<file path="config.mk">
export PLATFORM = sky130hd
export DESIGN_NAME = dac_dual_front
export DESIGN_NICKNAME = d
export VERILOG_FILES = /design/src/rtl/dac_dual_front_pkg.sv /design/src/rtl/dac_dual_front_sync.sv /design/src/rtl/dac_dual_front_edge.sv /design/src/rtl/dac_dual_front_par.sv /design/src/rtl/dac_dual_front_ser.sv /design/src/rtl/dac_dual_front.sv
export SDC_FILE = /design/constraint.sdc
export NUM_CORES = 1
export LEC_CHECK = 0
export BUFFER_PORTS_ARGS = -buffer_cell sky130_fd_sc_hd__buf_2
export CORE_ASPECT_RATIO = 1.4
export CORE_MARGIN = 2
export CORE_UTILIZATION = 54
export CTS_CLUSTER_SIZE = 24
export DETAILED_ROUTE_END_ITERATION = 6
export PLACE_DENSITY = 0.86
export SYNTH_ARGS = -nofsm -noshare
export SYNTH_HDL_FRONTEND = slang
export SYNTH_SLANG_ARGS = --single-unit
</file>
<file path="constraint.sdc">
create_clock -name clk_i -period 2 [get_ports clk_i]
set_clock_uncertainty 0.05 [all_clocks]
set_input_delay 0.1 -clock clk_i [delete_from_list [all_inputs] [get_ports clk_i]]
set_output_delay 0.1 -clock clk_i [all_outputs]
set_load 0.01 [all_outputs]
</file>
<file path="src/rtl/dac_dual_front_pkg.sv">
package dac_dual_front_pkg;

  // Strobe set carried alongside the data through the synchronizer.
  typedef struct packed {
    logic load_n;
    logic wr_n;
    logic sel_n;
  } strobe_t;

  localparam int unsigned STROBE_W = $bits(strobe_t);

  // Bipolar zero: only the top bit set.
  function automatic logic [31:0] mid_code(input int unsigned width);
    return 32'd1 << (width - 1);
  endfunction

endpackage

</file>
<file path="src/rtl/dac_dual_front_sync.sv">
module dac_dual_front_sync #(
  parameter int unsigned W       = 1,
  parameter int unsigned STAGES  = 2,
  parameter logic [W-1:0] RST_VAL = '0
) (
  input  logic         clk_i,
  input  logic         rst_ni,
  input  logic [W-1:0] d_i,
  output logic [W-1:0] q_o
);

  logic [STAGES-1:0][W-1:0] stg_q;

  always_ff @(posedge clk_i or negedge rst_ni) begin
    if (!rst_ni) stg_q <= {STAGES{RST_VAL}};
    else         stg_q <= {stg_q[STAGES-2:0], d_i};
  end

  assign q_o = stg_q[STAGES-1];

endmodule

</file>
<file path="src/rtl/dac_dual_front_edge.sv">
module dac_dual_front_edge #(
  parameter int unsigned W        = 1,
  parameter logic [W-1:0] RST_VAL = '0
) (
  input  logic         clk_i,
  input  logic         rst_ni,
  input  logic [W-1:0] cur_i,
  output logic [W-1:0] prv_o
);

  always_ff @(posedge clk_i or negedge rst_ni) begin
    if (!rst_ni) prv_o <= RST_VAL;
    else         prv_o <= cur_i;
  end

endmodule

</file>
<file path="src/rtl/dac_dual_front_par.sv">
module dac_dual_front_par #(
  parameter int unsigned WORD_W = 14
) (
  input  logic              en_i,
  input  logic              sel_n_cur_i,
  input  logic              wr_n_cur_i,
  input  logic              sel_n_prv_i,
  input  logic              wr_n_prv_i,
  input  logic [WORD_W-1:0] data_i,
  output logic              vld_o,
  output logic [WORD_W-1:0] word_o
);

  logic act_cur, act_prv;

  // write window is select AND write both low; capture on its trailing edge
  assign act_cur = ~sel_n_cur_i & ~wr_n_cur_i;
  assign act_prv = ~sel_n_prv_i & ~wr_n_prv_i;
  assign vld_o   = en_i & act_prv & ~act_cur;
  assign word_o  = data_i;

endmodule

</file>
<file path="src/rtl/dac_dual_front_ser.sv">
module dac_dual_front_ser #(
  parameter int unsigned WORD_W    = 14,
  parameter int unsigned FRAME_LEN = 16
) (
  input  logic              clk_i,
  input  logic              rst_ni,
  input  logic              en_i,
  input  logic              fs_n_cur_i,
  input  logic              fs_n_prv_i,
  input  logic              sclk_cur_i,
  input  logic              sclk_prv_i,
  input  logic              sdata_i,
  input  logic              msb_first_i,
  input  logic              right_just_i,
  output logic              vld_o,
  output logic [WORD_W-1:0] word_o
);

  localparam int unsigned CNT_W = $clog2(FRAME_LEN + 1);
  localparam logic [CNT_W-1:0] CNT_WORD  = CNT_W'(WORD_W);
  localparam logic [CNT_W-1:0] CNT_FRAME = CNT_W'(FRAME_LEN);

  logic [FRAME_LEN-1:0] shift_q;
  logic [CNT_W-1:0]     cnt_q;
  logic                 fs_fall, fs_rise, bit_stb;
  logic [FRAME_LEN-1:0] left_al;
  logic [WORD_W-1:0]    aligned, reversed;

  assign fs_fall = fs_n_prv_i & ~fs_n_cur_i;
  assign fs_rise = ~fs_n_prv_i & fs_n_cur_i;
  // bits only on serial clock fall inside an open frame
  assign bit_stb = ~fs_n_cur_i & ~fs_fall & sclk_prv_i & ~sclk_cur_i;

  always_ff @(posedge clk_i or negedge rst_ni) begin
    if (!rst_ni) begin
      shift_q <= '0;
      cnt_q   <= '0;
    end else if (!en_i || fs_fall) begin
      shift_q <= '0;
      cnt_q   <= '0;
    end else if (bit_stb && (cnt_q < CNT_FRAME)) begin
      // bits past the frame length are dropped
      shift_q <= {shift_q[FRAME_LEN-2:0], sdata_i};
      cnt_q   <= cnt_q + 1'b1;
    end
  end

  // Oldest kept bit sits at shift_q[cnt_q-1]; newest at shift_q[0].
  assign left_al = shift_q >> (cnt_q - CNT_WORD);
  assign aligned = right_just_i ? shift_q[WORD_W-1:0] : left_al[WORD_W-1:0];

  for (genvar i = 0; i < WORD_W; i++) begin : g_rev
    assign reversed[i] = aligned[WORD_W-1-i];
  end

  // first-arriving bit is MSB when msb_first_i, else LSB
  assign word_o = msb_first_i ? aligned : reversed;
  // commit only full words at frame close
  assign vld_o  = en_i & fs_rise & (cnt_q >= CNT_WORD);

endmodule

</file>
<file path="src/rtl/dac_dual_front.sv">
module dac_dual_front
  import dac_dual_front_pkg::*;
#(
  parameter int unsigned WORD_W      = 14,
  parameter int unsigned FRAME_LEN   = 16,
  parameter int unsigned SYNC_STAGES = 2
) (
  input  logic              clk_i,
  input  logic              rst_ni,
  input  logic              ser_strap_i,
  input  logic              sel_n_i,
  input  logic              wr_n_i,
  input  logic [WORD_W-1:0] data_i,
  input  logic              load_n_i,
  output logic [WORD_W-1:0] dac_code_o,
  output logic              dac_update_o
);

  localparam int unsigned VEC_W    = WORD_W + STROBE_W;
  localparam int unsigned PIN_SDAT = WORD_W - 1;
  localparam int unsigned PIN_SCLK = WORD_W - 2;
  localparam int unsigned PIN_ORD  = WORD_W - 3;
  localparam int unsigned PIN_JUST = WORD_W - 4;
  localparam logic [WORD_W-1:0] MID = WORD_W'(mid_code(WORD_W));
  localparam strobe_t STB_IDLE = '{load_n: 1'b1, wr_n: 1'b1, sel_n: 1'b1};
  localparam logic [VEC_W-1:0] VEC_IDLE = {STB_IDLE, {WORD_W{1'b0}}};

  logic [VEC_W-1:0]  raw_vec, cur_vec, prv_vec;
  strobe_t           stb_cur, stb_prv;
  logic [WORD_W-1:0] dat_cur, dat_prv;

  logic              par_vld, ser_vld;
  logic [WORD_W-1:0] par_word, ser_word;
  logic              load_fall;

  logic [WORD_W-1:0] in_lat;
  logic [WORD_W-1:0] dac_q;
  logic              upd_q;

  assign raw_vec = {load_n_i, wr_n_i, sel_n_i, data_i};

  dac_dual_front_sync #(
    .W       (VEC_W),
    .STAGES  (SYNC_STAGES),
    .RST_VAL (VEC_IDLE)
  ) u_sync (
    .clk_i  (clk_i),
    .rst_ni (rst_ni),
    .d_i    (raw_vec),
    .q_o    (cur_vec)
  );

  dac_dual_front_edge #(
    .W       (VEC_W),
    .RST_VAL (VEC_IDLE)
  ) u_edge (
    .clk_i  (clk_i),
    .rst_ni (rst_ni),
    .cur_i  (cur_vec),
    .prv_o  (prv_vec)
  );

  assign stb_cur = strobe_t'(cur_vec[VEC_W-1:WORD_W]);
  assign stb_prv = strobe_t'(prv_vec[VEC_W-1:WORD_W]);
  assign dat_cur = cur_vec[WORD_W-1:0];
  assign dat_prv = prv_vec[WORD_W-1:0];

  // strap steers the shared pins to exactly one receiver
  dac_dual_front_par #(
    .WORD_W (WORD_W)
  ) u_par (
    .en_i        (~ser_strap_i),
    .sel_n_cur_i (stb_cur.sel_n),
    .wr_n_cur_i  (stb_cur.wr_n),
    .sel_n_prv_i (stb_prv.sel_n),
    .wr_n_prv_i  (stb_prv.wr_n),
    .data_i      (dat_cur),
    .vld_o       (par_vld),
    .word_o      (par_word)
  );

  dac_dual_front_ser #(
    .WORD_W    (WORD_W),
    .FRAME_LEN (FRAME_LEN)
  ) u_ser (
    .clk_i        (clk_i),
    .rst_ni       (rst_ni),
    .en_i         (ser_strap_i),
    .fs_n_cur_i   (stb_cur.wr_n),
    .fs_n_prv_i   (stb_prv.wr_n),
    .sclk_cur_i   (dat_cur[PIN_SCLK]),
    .sclk_prv_i   (dat_prv[PIN_SCLK]),
    .sdata_i      (dat_cur[PIN_SDAT]),
    .msb_first_i  (dat_cur[PIN_ORD]),
    .right_just_i (dat_cur[PIN_JUST]),
    .vld_o        (ser_vld),
    .word_o       (ser_word)
  );

  // load edge independent of the write path
  assign load_fall = stb_prv.load_n & ~stb_cur.load_n;

  always_ff @(posedge clk_i or negedge rst_ni) begin
    if (!rst_ni) begin
      in_lat <= MID;
      dac_q  <= MID;
      upd_q  <= 1'b0;
    end else begin
      upd_q <= load_fall;
      if (load_fall) dac_q  <= in_lat;
      if (par_vld)      in_lat <= par_word;
      else if (ser_vld) in_lat <= ser_word;
    end
  end

  assign dac_code_o   = dac_q;
  assign dac_update_o = upd_q;

endmodule

</file>
==> results of run 1 <==
cells by family after synthesis:
kind of cell	share of synthesized area, %
xor+xnor	0.635
mux	18.4
flops	53.6
compound gates	14.4
fa+ha+maj	0.605
buf+inv	4.02
simple gates	8.38
cells in the final DEF, fill, tap and decap left out, types with 6 or more instances in the layout:
master         netlist  routed
buf_2                6      33
a22oi_1              8       7
dfstp_2             11      11
buf_4                1      57
mux2_2              17      17
dlygate4sd3_1        0      18
dfrtp_1             77      77
nand2_1             20      20
inv_1                6       6
mux4_2               5       7
a21oi_2              0       8
mux2i_2              0       6
a2111oi_2            0       7
clkbuf_8             1       9
mux2i_1             30      24
a21oi_1             19      10
nor2_1              28      28
a211oi_1             8       6
flip-flops by register name (all words and copies together) (netlist names):
signal,flops
u_sync.q_o,17
u_sync.stg_q,17
u_ser.shift_q,16
dac_code_o,14
in_lat,14
u_ser.cnt_q,5
u_edge.prv_o,4
dac_update_o,1
metrics by stage:
step,cell area [µm²],TNS (ns)
detailed placement,4750,-6.67
global placement,4750,-5.49
global route,5400,-4.33
finish,5400,-3.37
CTS,5240,-2.96
floorplan,4140,-2.14
final timing paths:
| kind | from | to | depth (start not counted) |
|---|---|---|---|
| hold / removal | rst_ni | u_sync.stg_q[12] | 2 |
| min in group clk_i | ser_strap_i | in_lat[1] | 5 |
| setup reg to reg | u_ser.cnt_q[2] | in_lat[9] | 8 |
| hold reg to reg | u_sync.stg_q[1] | u_sync.q_o[1] | 0 |
| max in group asynchronous | rst_ni | dac_code_o[13] | 3 |
| setup / recovery | u_ser.cnt_q[2] | in_lat[9] | 8 |
layout make-up:
cell class | instances | area (µm²)
clock buffer | 12 | 135
clock inverter | 4 | 95.1
fill | 463 | 2010
inverter | 7 | 26.3
multi-input combinational | 220 | 1970
sequential | 88 | 2220
tap | 97 | 121
timing repair buffer | 112 | 836
worst max-delay path, delay by kind of cell (launching register included):
family / cells / cell delay, ns
AO/OA/AOI/OAI: 3 / 0.53
adder cells (fa/ha/maj): 1 / 0.28
multiplexers: 2 / 0.70
flip-flops: 1 / 0.42
buffers and inverters: 2 / 0.28
power by group:
| group | internal [mW] | leakage [nW] | switching, mW |
|---|---|---|---|
| Combinational | 0.190 | 1.07 | 0.195 |
| Clock | 0.829 | 0.115 | 0.586 |
| Sequential | 1.92 | 1.08 | 0.0726 |
| Total | 2.94 | 2.27 | 0.853 |
Yosys cell counts, types with 2 or more instances:
cell and instances:
dfrtp_1 77, mux2i_1 30, nor2_1 28, nand2_1 20, a21oi_1 19, mux2_2 17
clkbuf_1 11, dfstp_2 11, a2111oi_0 10, a211oi_1 8, a22oi_1 8, o21ai_0 7
buf_2 6, inv_1 6, mux4_1 6, o221ai_1 6, mux4_2 5, and2_1 4
nand2b_1 4, nand3_1 4, nor3_1 4, o31ai_1 4, o21ai_1 3, a221oi_1 2
buf_6 2, clkbuf_2 2, ha_1 2, nand3b_1 2, o21a_1 2, o22ai_1 2
o311ai_1 2, xor2_1 2
layer usage:
metal / up-vias / part of all wire (%)
li1: 1468 / -
met1: 1605 / 37
met2: 103 / 53
met3: 41 / 4.4
met4: 0 / 5.4
met5: - / 0
repair_timing:
| item | in CTS | in global routing |
|---|---|---|
| hold buffers | 18 | 0 |
| hold endpoints to repair | 85 | 0 |
| resized for setup | 24 | 30 |
| pin swaps | 1 | 14 |
| buffers inserted | 0 | 3 |
| endpoints found under the setup margin | 14 | 14 |
==> out/summary.txt, run 1 <==
Die X-Extent: 78.0 µm
Setup-failing EPs final: 14
crit end category: flop
P&R area growth vs syn: 30.4%
M3 GR Usage: 4.87%
Top cell by count, worst path: buf_4
initial DRC count: 268
Row Count: 37
overall routing resource usage: 26.9%
Post-synth EDFFs: 0
# IOs: 35
Final Non-Filler Cells: 540
largest net degree at the start of global routing: 40
RSZ-0062 raised after global routing: true
Yosys cell types: 55
status: finished, violations left
Worst Tran Pin Value: 0.487 ns
Post-synth ARST share: 100%
vias per cell: 5.96
Crit Path Class: flop to flop
# Max-Cap Violations: 0
Pleak: 2.27 nW
Synth area leader: dfrtp_1
Post-Syn Instances: 339
Synth Net Count: 361
CP max stage delay: 0.53 ns
Final Wtd Congestion: 0.970
final worst slack: -0.335 ns
worst slack at placement: -0.708 ns
Via Count: 3,217
Reg clk slew, reported paths: 0.08 ns
met2 GRT Util: 46.2%
Pre-antenna DRT Iters: 4
flops & latches, synth: 88
crit path DAT: 2.58 ns
CTS tree: done
crit path launch type: flop
Most Crowded Layer GR: met2
max_slew headroom: 67.3%
WL final: 10,500 µm
total gr overflow: 0
Core ar.: 7410 µm²
DRC violations left: 0
vias in the first global route: 3,362
Placed Cells: 503
final hold vios: 0
hold_ws: 0.174 ns
antenna-violating nets left: 0
Slowest-stage cell, CP: mux4_2
HP Class: input pin to asynchronous set/reset pin
syn avg cell area: 12.2 µm²
Power Density: 704 nW/µm²
Critical Path RT: 2.25 ns
first-pass GRT wire length: 17,100 µm
CTS buffer count: 9
failing checks: negative setup slack
layout cells sized above 1: 40.9%
Die Y: 108 µm
CTS max path bufs: 2
NumNets Final: 460
fmax: 0.428 GHz
htree depth: 3
Initial Util: 55.9%
CTS root buf: clkbuf_8
Total Power: 3.80 mW
register area share after synthesis: 53.6%
min Tclk post-route: 2.33 ns
top_reg_cell synth: dfrtp_1
ANT cells: 0
met1 Usage GRT: 30.7%
Worst VDD drop: 0.412 mV
Synth Warn #: 0
Final period util: 117%
post-layout util: 72.8%
Crit Path Max Fanout: 5
die area: 8390 µm²
Syn Std Cell Area: 4140 µm²
CP Cell Sequence: ha_4 > buf_4 > buf_4 > mux2i_2 > mux4_2 > a21oi_2 > o221ai_1 > o21ai_1
R2R setup slack: -0.33 ns
initial antenna violation count: 0
Final HPWL DP: 7600 µm
Port Buffer Count: 34
Yosys top cell area share: 46.6%
wire length per cell: 19.4 µm
worst skew pair latency: 0.37 ns
clock sink total: 88
max-slew violations: 0
Synth area leaders: dfrtp_1 (47%), mux2i_1 (7.3%), dfstp_2 (7.0%)
Power figures use the tool's default switching activity.
==> inputs of run 2 (changes only) <==
--- a/config.mk
+++ b/config.mk
@@ -8,10 +8,10 @@
 export BUFFER_PORTS_ARGS = -buffer_cell sky130_fd_sc_hd__buf_2
 export CORE_ASPECT_RATIO = 1.4
 export CORE_MARGIN = 2
-export CORE_UTILIZATION = 54
+export CORE_UTILIZATION = 55
 export CTS_CLUSTER_SIZE = 24
 export DETAILED_ROUTE_END_ITERATION = 6
-export PLACE_DENSITY = 0.86
+export PLACE_DENSITY = 0.84
 export SYNTH_ARGS = -nofsm -noshare
 export SYNTH_HDL_FRONTEND = slang
 export SYNTH_SLANG_ARGS = --single-unit
==> constraint.sdc (replaced) <==
create_clock -name clk_i -period 2.6 [get_ports clk_i]
set_clock_uncertainty 0.05 [all_clocks]
set_input_delay 0.13 -clock clk_i [delete_from_list [all_inputs] [get_ports clk_i]]
set_output_delay 0.13 -clock clk_i [all_outputs]
set_load 0.01 [all_outputs]
==> out/summary.txt, run 2 (same netlist as run 1, synthesis figures left out) <==
status: completed
Final period util: 91.8% (-25 points)
P&R area growth vs syn: 17.2%
Setup-failing EPs final: 0 (-14)
post-route setup TNS: 0 ns (+3.37 ns)
CP Launch Point: u_ser.cnt_q[2]
htree depth: 3 (unchanged)
ANT cells: 0 (unchanged)
WP buf/inv: 0 (-2)
Die X-Extent: 77.3 µm (-0.87%)
Slowest-stage cell, CP: mux4_1
Final Wtd Congestion: 0.926 (-4.6%)
Final HPWL DP: 6810 µm (-10%)
R2R cell count: 6 (-2)
die area: 8240 µm² (-1.7%)
initial antenna violation count: 0 (unchanged)
NumNets Final: 417 (-9.3%)
Worst path depth: 6 (-2)
CTS max path bufs: 2 (unchanged)
CTS root buf: clkbuf_8
layout cells sized above 1: 26.5% (-14 points)
Crit Path Max Fanout: 8 (+3)
Die Y: 107 µm (-0.88%)
DRC violations left: 0 (unchanged)
fmax: 0.419 GHz (-2.2%)
vias per cell: 5.99 (+0.48%)
wl on met1: 3760 µm (-3.0%)
crit path capture: in_lat[10]
most common cell after layout, fill and taps aside: dfrtp_1
most frequent cells in the layout: dfrtp_1 (76), buf_2 (33), mux2i_1 (30), nor2_1 (28), nand2_1 (20)
max_slew headroom: 30.8% (-37 points)
final worst slack: 0.213 ns (+0.547 ns)
Row Count: 37 (unchanged)
CTS buffer count: 9 (unchanged)
CP max stage delay: 0.58 ns (+0.05 ns)
crit path launch type: flop
initial DRC count: 317 (+18%)
HP Class: input pin to flop
cell family with most CP delay: multiplexers
worst slack at placement: 0.0362 ns (+0.744 ns)
clock sink total: 88 (unchanged)
DR top layer: met4
Final Non-Filler Cells: 497 (-8.0%)
final hold vios: 0 (unchanged)
Reg2Reg Capture Point: in_lat[10]
Port Buffer Count: 34 (unchanged)
total gr overflow: 0 (unchanged)
WL final: 9370 µm (-11%)
Power Density: 585 nW/µm² (-17%)
Core ar.: 7310 µm² (-1.2%)
routed wl met2: 4870 µm (-13%)
fill count: 545 (+18%)
Placed Cells: 463 (-8.0%)
vias in the first global route: 3,088 (-8.1%)
first-pass GRT wire length: 15,400 µm (-9.5%)
Worst Tran Pin Value: 1.04 ns (+0.550 ns)
Pleak: 2.06 nW (-9.3%)
worst skew pair latency: 0.36 ns (about the same)
Reg clk slew, reported paths: 0.08 ns (about the same)
WL met3: 345 µm (-25%)
Crit Path Class: flop to flop
largest net degree at the start of global routing: 89 (+120%)
overall routing resource usage: 24.6% (-2.3 points)
CTS tree: done
Initial Util: 56.6% (+0.71 points)
min Tclk post-route: 2.39 ns (+0.0525 ns)
R2R setup slack: 0.21 ns (+0.55 ns)
RSZ-0062 raised after global routing: false
# IOs: 35 (unchanged)
Reg2Reg Launch Point: u_ser.cnt_q[2]
Via Count: 2,975 (-7.5%)
Critical Path RT: 2.78 ns (+0.53 ns)
Post-CTS Setup Bufs: 0 (unchanged)
wire length per cell: 18.9 µm (-2.8%)
Pre-antenna DRT Iters: 4 (unchanged)
# Max-Cap Violations: 0 (unchanged)
crit end category: flop
CP Cell Sequence: ha_4 > mux4_1 > mux2i_1 > a21oi_1 > a2111oi_0 > o21ai_0
antenna-violating nets left: 0 (unchanged)
max-slew violations: 0 (unchanged)
Worst VDD drop: 0.330 mV (-20%)
crit path DAT: 2.56 ns (-0.02 ns)
==> run 2: worst min path at each step <==
stage | cells after the start | start | slack, ns | end
after global placement | 1 | wr_n_i | 0.18 | u_sync.stg_q[15]
after CTS | 4 | ser_strap_i | 0.26 | u_ser.shift_q[2]
after floorplan | 0 | rst_ni | -0.22 | dac_code_o[0]
after global routing | 0 | u_sync.stg_q[12] | 0.31 | u_sync.q_o[12]
after detailed placement | 1 | wr_n_i | 0.19 | u_sync.stg_q[15]
final | 4 | ser_strap_i | 0.27 | u_ser.shift_q[4]
==> run 2: where the power goes <==
| group | switching, mW | total (mW) | internal [mW] |
|---|---|---|---|
| Combinational | 0.136 | 0.268 | 0.132 |
| Sequential | 0.0580 | 1.54 | 1.48 |
| Clock | 0.439 | 1.03 | 0.593 |
==> run 2: routing by layer <==
layer  GRT usage, %  up-vias
li1               -     1380
met1           28.6     1487
met2           43.0       82
met3           4.97       26
met4           12.2        0
met5              0        -
==> run 2: metrics by stage <==
step / utilization, % / total power [mW] / cell area, µm² / hold WS, ns
3_3_place_gp: 60.6 / 1.80 / 4430 / 0.185
3_5_place_dp: 60.6 / 1.81 / 4430 / 0.186
4_1_cts: 66.1 / 2.86 / 4840 / 0.256
2_1_floorplan: - / 1.69 / 4140 / -0.216
5_1_grt: 66.3 / 2.96 / 4850 / 0.310
6_report: 66.3 / 2.84 / 4850 / 0.271
==> run 2: worst register-to-register path: cells and delay by family (launching register included) <==
kind | cells | cell delay (ns)
muxes | 2 | 0.75
adders and majority gates | 1 | 0.36
AOI/OAI and AO/OA | 3 | 0.69
DFF | 1 | 0.41
==> run 2: timing repair <==
action                     4_1_cts  5_1_grt
gates resized for setup          0        4
hold endpoints to repair        94        0
setup endpoints to repair        0        9
hold buffers                    18        0
==> run 2: area by class of cell <==
type	count	area [µm²]	share of cell area [%]
flip-flops and latches	88	2220	45.7
clock buffers	13	159	3.28
inverters	7	26.3	0.542
multi-input cells	220	1770	36.5
well taps	97	121	2.50
repair buffers	69	493	10.2
clock inverters	3	65.1	1.34
==> inputs of run 3 (changes only) <==
--- a/config.mk
+++ b/config.mk
@@ -7,7 +7,7 @@
 export LEC_CHECK = 0
 export BUFFER_PORTS_ARGS = -buffer_cell sky130_fd_sc_hd__buf_2
 export CORE_ASPECT_RATIO = 1.4
-export CORE_MARGIN = 2
+export CORE_MARGIN = 3
 export CORE_UTILIZATION = 55
 export CTS_CLUSTER_SIZE = 24
 export DETAILED_ROUTE_END_ITERATION = 6
==> out/summary.txt, run 3 (same netlist as run 1, synthesis figures left out) <==
CP max stage delay: 0.56 ns (-0.02 ns)
Final Wtd Congestion: 0.952 (+2.9%)
cell family with most CP delay: compound AO/OA/AOI/OAI gates
Row Count: 36 (-2.7%)
DRC violations left: 0 (unchanged)
Core ar.: 7120 µm² (-2.7%)
min Tclk post-route: 2.50 ns (+0.116 ns)
crit path launch type: flop
CTS max path bufs: 2 (unchanged)
Total Power: 2.75 mW (-3.0%)
CTS root buf: clkbuf_8
Die Y: 109 µm (+1.9%)
crit path DAT: 2.68 ns (+0.12 ns)
Hold Startpoint: ser_strap_i
max-slew violations: 0 (unchanged)
Crit Path Max Fanout: 10 (+2)
die area: 8610 µm² (+4.5%)
status: completed
P&R area growth vs syn: 16.4%
most frequent cells in the layout: dfrtp_1 (77), buf_2 (33), mux2i_1 (30), nor2_1 (28), nand2_1 (20)
vias in the first global route: 3,002 (-2.8%)
final worst slack: 0.0969 ns (-0.116 ns)
hold path depth: 5 (+1)
hold_ws: 0.228 ns (-0.0429 ns)
worst skew pair latency: 0.37 ns (about the same)
worst slack at placement: 0.0596 ns (+0.0234 ns)
first-pass GRT wire length: 15,700 µm (+1.5%)
Setup-failing EPs final: 0 (unchanged)
# IOs: 35 (unchanged)
total gr overflow: 0 (unchanged)
Pleak: 2.05 nW (-0.27%)
Slowest-stage cell, CP: a2111oi_0
layout cells sized above 1: 26.9% (+0.43 points)
initial DRC count: 230 (-27%)
R2R setup slack: 0.1 ns (-0.12 ns)
Post-CTS Setup Bufs: 0 (unchanged)
Final HPWL DP: 6690 µm (-1.7%)
WP buf/inv: 1 (+1)
CP Cell Sequence: ha_2 > buf_4 > mux4_1 > mux2i_1 > a21oi_1 > a2111oi_0 > o31ai_1
wire length per cell: 19.0 µm (+0.97%)
WL final: 9440 µm (+0.77%)
crit end category: flop
CTS tree: done
Crit Path Class: flop to flop
initial antenna violation count: 0 (unchanged)
CTS buffer count: 9 (unchanged)
Port Buffer Count: 34 (unchanged)
max_slew headroom: 30.2% (-0.60 points)
final hold vios: 0 (unchanged)
largest net degree at the start of global routing: 89 (unchanged)
Reg2Reg Launch Point: u_ser.cnt_q[1]
Final period util: 96.3% (+4.5 points)
fmax: 0.400 GHz (-4.6%)
Worst VDD drop: 0.386 mV (+17%)
antenna-violating nets left: 0 (unchanged)
Reg2Reg Capture Point: in_lat[5]
HP Class: input pin to flop
overall routing resource usage: 24.4% (-0.21 points)
worst hold endpoint: in_lat[1]
# Max-Cap Violations: 0 (unchanged)
Reg clk slew, reported paths: 0.08 ns (about the same)
fill count: 564 (+3.5%)
most common cell after layout, fill and taps aside: dfrtp_1
htree depth: 3 (unchanged)
vias per cell: 5.93 (-0.94%)
Power Density: 571 nW/µm² (-2.3%)
post-layout util: 67.7% (+1.4 points)
Initial Util: 58.1% (+1.6 points)
R2R cell count: 7 (+1)
Pre-antenna DRT Iters: 4 (unchanged)
clock sink total: 88 (unchanged)
RSZ-0062 raised after global routing: true
Critical Path RT: 2.78 ns (about the same)
Via Count: 2,941 (-1.1%)
Final Non-Filler Cells: 496 (-0.20%)
Placed Cells: 462 (-0.22%)
NumNets Final: 418 (+0.24%)
Worst Tran Pin Value: 1.05 ns (+0.00902 ns)
ANT cells: 0 (unchanged)
Die X-Extent: 79.3 µm (+2.6%)
## run 3: tightest hold or removal path, cell delays in order
cell,delay (ns)
buf_2,0.12
nor4_2,0.05
buf_4,0.17
nand2_1,0.07
a21oi_1,0.06
## run 3: worst max-delay path by stage
| stage | from | endpoint | slack (ns) | depth (start not counted) |
|---|---|---|---|---|
| CTS | u_ser.cnt_q[1] | in_lat[8] | 0.05 | 7 |
| finish | u_ser.cnt_q[1] | in_lat[5] | 0.1 | 7 |
| floorplan | u_ser.cnt_q[2] | in_lat[12] | 0.35 | 8 |
| global route | u_ser.cnt_q[2] | in_lat[5] | -0.03 | 7 |
| detailed placement | u_ser.cnt_q[1] | in_lat[8] | 0.06 | 7 |
| global placement | u_ser.cnt_q[1] | in_lat[1] | 0.11 | 6 |
## run 3: layout make-up
| cell class | instances | area, µm² | share of cell area, % |
|---|---|---|---|
| Multi-Input combinational cell | 220 | 1760 | 36.6 |
| Timing Repair Buffer | 70 | 488 | 10.1 |
| Clock buffer | 10 | 138 | 2.86 |
| Sequential cell | 88 | 2220 | 46.0 |
| Tap cell | 95 | 119 | 2.47 |
| Clock inverter | 6 | 66.3 | 1.38 |
| Inverter | 7 | 26.3 | 0.545 |
## run 3: routing by layer
metal,vias up,routed length (µm),track usage [%]
li1,1383,-,-
met1,1448,3810,29.8
met2,84,4890,40.2
met3,26,408,5.45
met4,0,335,12.9
met5,-,0,0
## run 3: per-stage QoR
| step | setup TNS [ns] | cell area [µm²] |
|---|---|---|
| 2_1_floorplan | 0 | 4140 |
| 3_3_place_gp | 0 | 4420 |
| 3_5_place_dp | 0 | 4420 |
| 4_1_cts | 0 | 4810 |
| 5_1_grt | -0.0311 | 4820 |
| 6_report | 0 | 4820 |
## run 3: power by group
part | switching [mW] | total, mW | leakage, nW | internal [mW]
Clock | 0.472 | 0.945 | 0.107 | 0.473
Sequential | 0.0552 | 1.53 | 1.08 | 1.48
Combinational | 0.140 | 0.273 | 0.865 | 0.132
Total | 0.667 | 2.75 | 2.05 | 2.08
## run 3: what timing repair did
item                       4_1_cts  5_1_grt
gates resized for setup          0        6
hold buffers                    18        0
hold endpoints to repair        94        0
setup endpoints to repair        0       12
